$ cat config.mk
export PLATFORM = sky130hd
export DESIGN_NAME = sys_fir
export DESIGN_NICKNAME = d
export VERILOG_FILES = /design/src/rtl/sys_fir.sv
export SDC_FILE = /design/constraint.sdc
export NUM_CORES = 1
export LEC_CHECK = 0
export BUFFER_PORTS_ARGS = -buffer_cell sky130_fd_sc_hd__buf_4
export CORE_ASPECT_RATIO = 0.5
export CORE_MARGIN = 1
export CORE_UTILIZATION = 30
export DETAILED_ROUTE_END_ITERATION = 10
export GPL_TIMING_DRIVEN = 0
export HOLD_SLACK_MARGIN = 0.03
export PLACE_DENSITY = 0.46
export SLEW_MARGIN = 0
export SYNTH_ARGS = -nofsm -noshare
export SYNTH_HDL_FRONTEND = slang
export SYNTH_SLANG_ARGS = --single-unit
$ cat constraint.sdc
create_clock -name clk -period 6.7 [get_ports clk]
set_input_delay 1.005 -clock clk [delete_from_list [all_inputs] [get_ports clk]]
set_output_delay 1.005 -clock clk [all_outputs]
set_load 0.01 [all_outputs]
$ cat src/rtl/sys_fir.sv
`timescale 1ns/1ps
module sys_fir #(
  parameter int N  = 8,
  parameter int DW = 12,
  parameter int CW = 10,
  parameter logic [N*CW-1:0] COEFS = {10'sd5, -10'sd12, 10'sd40, 10'sd97,
                                      10'sd97, 10'sd40, -10'sd12, 10'sd5}
) (
  input  logic                                 clk,
  input  logic                                 rst_n,
  input  logic                                 in_valid,
  input  logic signed [DW-1:0]                 in_sample,
  output logic                                 out_valid,
  output logic signed [DW+CW+$clog2(N)-1:0]    out_sum
);
  localparam int AW    = DW + CW + $clog2(N);
  localparam int PW    = DW + CW;
  localparam int XTAPS = 2*N - 1;

  logic signed [DW-1:0] xs   [XTAPS];
  logic signed [AW-1:0] acc  [N];
  logic signed [PW-1:0] prod [N];
  logic        [N:0]    vpipe;

  wire signed [DW-1:0] x_in = in_valid ? in_sample : '0;

  // sample chain: two registers per element, element k reads tap 2k
  always_ff @(posedge clk) begin
    if (!rst_n) begin
      for (int j = 0; j < XTAPS; j++) xs[j] <= '0;
      vpipe <= '0;
    end else begin
      xs[0] <= x_in;
      for (int j = 1; j < XTAPS; j++) xs[j] <= xs[j-1];
      vpipe <= {vpipe[N-1:0], in_valid};
    end
  end

  for (genvar k = 0; k < N; k++) begin : g_pe
    wire signed [CW-1:0] coef = COEFS[k*CW +: CW];
    assign prod[k] = PW'(xs[2*k]) * PW'(coef);
  end

  // sum chain: one register per element
  always_ff @(posedge clk) begin
    if (!rst_n) begin
      for (int k = 0; k < N; k++) acc[k] <= '0;
    end else begin
      acc[0] <= AW'(prod[0]);
      for (int k = 1; k < N; k++) acc[k] <= acc[k-1] + AW'(prod[k]);
    end
  end

  assign out_sum   = acc[N-1];
  assign out_valid = vpipe[N];
endmodule

Word level (Yosys, flattened, before mapping):

Memories as Yosys holds them, arrays and structs flattened.
Index checks and enable logic that the tools add are counted.

* register bits: 9
* bits in writable memories: 380
* bits of input ports: 15
* output and inout port bits: 26
* word-level logic and storage cells: 67
* memories: 2

Memories
* acc: words 8, width 25, rd ports 8, clocked after Yosys merged registers in 0, write ports 8, RTL line 21 `logic signed [AW-1:0] acc [N];`
* xs: words 15, width 12, rd ports 15, clocked after Yosys merged registers in 0, write ports 15, RTL line 20 `logic signed [DW-1:0] xs [XTAPS];`

* add/subtract/negate cells: 7
* $mul: 8
* multiplexer cells: 26
* bitwise gates (word level): 23

Operators with widths (count)
* 25-bit two-way mux: 8
* 12-bit two-way mux: 16
* 12-bit by 4-bit multiplier with 16-bit output, second input constant: 4
* 25-bit by 17-bit adder with 25-bit output: 2
* 25-bit by 19-bit adder with 25-bit output: 2
* 25-bit by 20-bit adder with 25-bit output: 2
* 12-bit by 8-bit multiplier with 20-bit output, second input constant: 2
* 12-bit by 3-bit multiplier with 15-bit output, second input constant: 2
* 25-bit by 16-bit adder with 25-bit output: 1
* 1-bit bitwise OR: 23
* 1-bit two-way mux: 2

Logic depth before layout (Yosys ltp):

An unclocked memory read counts as a cell.

* depth after elaboration: 4
* depth in mapped cells: 23

Worst setup path after synthesis:

Ideal clock, no wire load.

* path type: register -> register
* start point: memory xs[12][1]
* end point: memory acc[3][21] in the netlist's numbering
* arrival: 4.106 ns
* data required time: 6.584 ns
* slack: 2.478 ns
* stages on the path, launching flop included: 24
* path buffers: 0
* cells stage by stage: dfxtp_1 > inv_1 > ha_1 > ha_1 > ha_1 > inv_1 > fa_1 > nor2b_1 > o21ai_0 > a21boi_1 > o21ai_0 > a21oi_1 > o21ai_1 > nand2_1 > xor2_1 > ha_1 > nand2_1 > nor2_1 > and4b_1 > o21a_1 > o31ai_4 > nor2_1 > or3_1 > and3_1

RTL lines (RTL line)
* from (decl): 20
* to (decl): 21

==> metrics.md <==
| Metric | Value |
|---|---|
| Final weighted congestion of routability-driven global placement | 0.8045 |
| Maximum net fanout on the critical path | 22 |
| Clock tree from TritonCTS | done |
| HPWL after DPL | 45.58 mm |
| Count of endpoints failing setup in the final report | 0 |
| Power per Cell Area | 186.7 nW/um2 |
| Count of input and output buffers | 40 |
| HP Class | flip-flop to flip-flop |
| Via count of the first global-routing pass | 17,100 |
| Worst Path Class, Setup | flip-flop to flip-flop |
| Count of synthesis-stage warnings from yosys | 0 |
| Count of distinct cell types in the synthesized netlist | 83 |
| Sequential cell area fraction in the yosys report | 0.3063 |
| RSZ-0062 raised after global routing | false |
| Nets in the synthesized netlist | 3,162 |
| Total global-route track usage | 0.1406 |
| Multi-input gate area | 15,400 um2 |
| Die Footprint | 82,690 um2 |
| Buffers inserted during post-CTS setup optimization | 0 |
| Post-detailed-routing wire length | 57.17 mm |
| Fin crit share | 0.7655 |
| Slew at the pin closest to its max-slew limit | 1.310 ns |
| Number of slew-limit violations in the final report | 0 |
| Number of filler instances in the final layout | 8,356 |
| Cts repair resizes | 0 |
| Die span in y | 203.8 um |
| Largest net degree at the start of global routing | 23 |
| Top-Level Pins | 41 |
| Row count | 73 |
| Worst slew margin relative to its limit | 0.1264 |
| Number of storage elements in the synthesis netlist | 374 |
| Average cell area after synthesis | 9.383 um2 |
| Initial core utilization | 0.3055 |
| Sequential Area | 7487 um2 |
| Category of the worst setup path capture point | flip-flop |
| Setup ws final | 1.571 ns |
| Worst reg-to-reg setup slack | 1.57 ns |
| Clock-pin transition on the worst setup and hold timing paths | 0.06 ns |
| Total overflow reported by the global router | 0 |
| Max-capacitance violation count | 0 |
| Die W | 405.7 um |
| Most used flip-flop cell after synthesis | dfxtp_1 |
| Endpoint required time on the critical path | 7.12 ns |
| Vias | 17,350 |
| Netlist area before placement | 24,440 um2 |
| Deepest level of the CTS H-tree | 2 |
| Worst setup skew after layout | 0.01864 ns |
| Clock period minus worst slack | 5.129 ns |
| Share of cells above drive strength 1 | 0.06038 |
| Fin Setup TNS | 0 ns |
| Post-Synthesis Cells | 2,605 |
| Max frequency | 0.1950 GHz |
| Number of remaining DRC errors | 0 |
| Drt first-iter violations | 734 |
| Reg2Reg Depth | 15 |
| Number of buffers inserted during clock tree synthesis | 40 |
| Clk Latency, worst-skew pair | 0.55 ns |
| Result of the run | completed |
| Relative area change from synthesis to final layout | 12.23% |
| Hold violation count in the final report | 0 |
| Routed wire length per instance | 15.02 um |
| Count of antenna-violating nets left after detailed routing | 0 |
| Sort of element at the start of the critical path | flip-flop |
| Leakage power total | 13.74 nW |
| Via count normalized by instance count | 4.557 |
| Worst setup slack before clock tree synthesis | 1.514 ns |
| Async S/R FF share, synth | 0 |
| Count of TritonRoute iterations in the first routing pass | 7 |
| Worst IR Drop VDD | 0.0001351 V |
| Core footprint | 80,010 um2 |
| Wire length of the first global-routing pass | 92.15 mm |
| Deepest clock path buffer count | 3 |
| Total Nets Final | 3,244 |
| Clock sinks | 374 |
| Number of antenna violations at the first check in global routing | 1 |
| Post-synth EDFFs | 0 |
| Worst hold stages | 1 |
| CTS Root Buffer Type | clkbuf_16 |
| Data arrival time of the critical path | 5.54 ns |
| CTS Hold Bufs | 0 |
## final timing paths
check / startpoint / endpoint
worst max-delay path: xs[6][11] / acc[1][49]
worst min-delay path: xs[11][3] / xs[12][3]
worst min register to register: xs[11][3] / xs[12][3]
worst max register to register: xs[6][11] / acc[1][49]
## synth_stat cells, drive strengths merged (45+ instances only)
master	number	area, um2
xnor2	86	753.2
ha	460	5756
fa	82	1642
o21ai	87	435.4
dfxtp	374	7487
nand2	83	311.6
nor3	45	235.2
inv	310	1164
xor2	53	464.2
and2	189	1182
a21oi	131	670.6
a21o	53	397.9
nor2	198	743.2
## stage by stage
stage | utilization | power, W | hold WS [ns] | cell area [um2] | std cells
final | 0.3429 | 0.005121 | 0.4190 | 27430 | 3807
after global routing | 0.3427 | 0.005387 | 0.4401 | 27420 | 3803
after CTS | 0.3427 | 0.005227 | 0.4151 | 27420 | 3803
after detailed placement | 0.3262 | 0.002940 | 0.4177 | 26100 | 3732
after global placement | 0.3262 | 0.002940 | 0.4154 | 26100 | 3732
after floorplan | - | 0.002766 | 0.4119 | 24440 | 2605
## critical path: stages (launching register included)
cell and delay (ns):
dfxtp_1 1.05, ha_1 0.39, ha_1 0.30, fa_1 0.53, inv_1 0.05, fa_1 0.47, inv_1 0.04, ha_1 0.38
a21o_1 0.19, a21o_1 0.16, a21oi_1 0.25, o21ai_0 0.17, nor3b_1 0.22, a211oi_1 0.13, or3_1 0.31, a21oi_1 0.34
## registers in the layout, indices dropped and copies added (netlist names)
register and cells:
xs 176, vpipe 9, acc 189
## metal layers
layer / track usage / wire (um) / share of wire
met5: 0 / 0 / 0
met4: 0.02871 / 972 / 0.017
met3: 0.01901 / 1778 / 0.031
met2: 0.2263 / 24950 / 0.44
met1: 0.1998 / 29470 / 0.52
## cell families after synthesis
family / after synthesis / share of synthesized area
adders and majority gates: 542 / 0.3026
muxes: 10 / 0.004095
and+or+nand+nor: 712 / 0.1512
buffers and inverters: 385 / 0.06368
DFF: 374 / 0.3063
xor gates and xnor gates: 141 / 0.05165
AOI/OAI and AO/OA: 441 / 0.1205
## power by group
group	switching (W)	internal (W)	leakage [nW]
Clock	0.000944	0.00129	0.647
Combinational	0.000332	0.000219	10.1
Sequential	0.0000340	0.00230	3.03
## cell type report
cell class / instances / area share
Timing Repair Buffer: 40 / 0.01095
Sequential cell: 374 / 0.2729
Clock inverter: 23 / 0.007936
Multi-Input combinational cell: 1846 / 0.5613
Antenna cell: 4 / 0.0003649
Clock buffer: 48 / 0.04018
Inverter: 311 / 0.04255
Buffer: 74 / 0.01418
Tap cell: 1087 / 0.04958
## layout by cell type (no fill, tap or decap), drive strengths merged, types with 11 or more instances in the layout
cell / count
xor2: 53
or3: 21
clkbuf: 92
a21o: 53
ha: 460
buf: 70
o31ai: 13
nand2: 83
a31oi: 11
o21a: 26
inv: 311
nor2: 198
nor3: 45
and3: 30
fa: 82
xnor2: 86
dfxtp: 374
a21oi: 131
and2: 189
nor2b: 24
nand3: 44
o21bai: 24
o21ai: 87
nand2b: 35
clkinv: 15
a211oi: 19
Note: power is estimated with default switching activity, not from simulation.
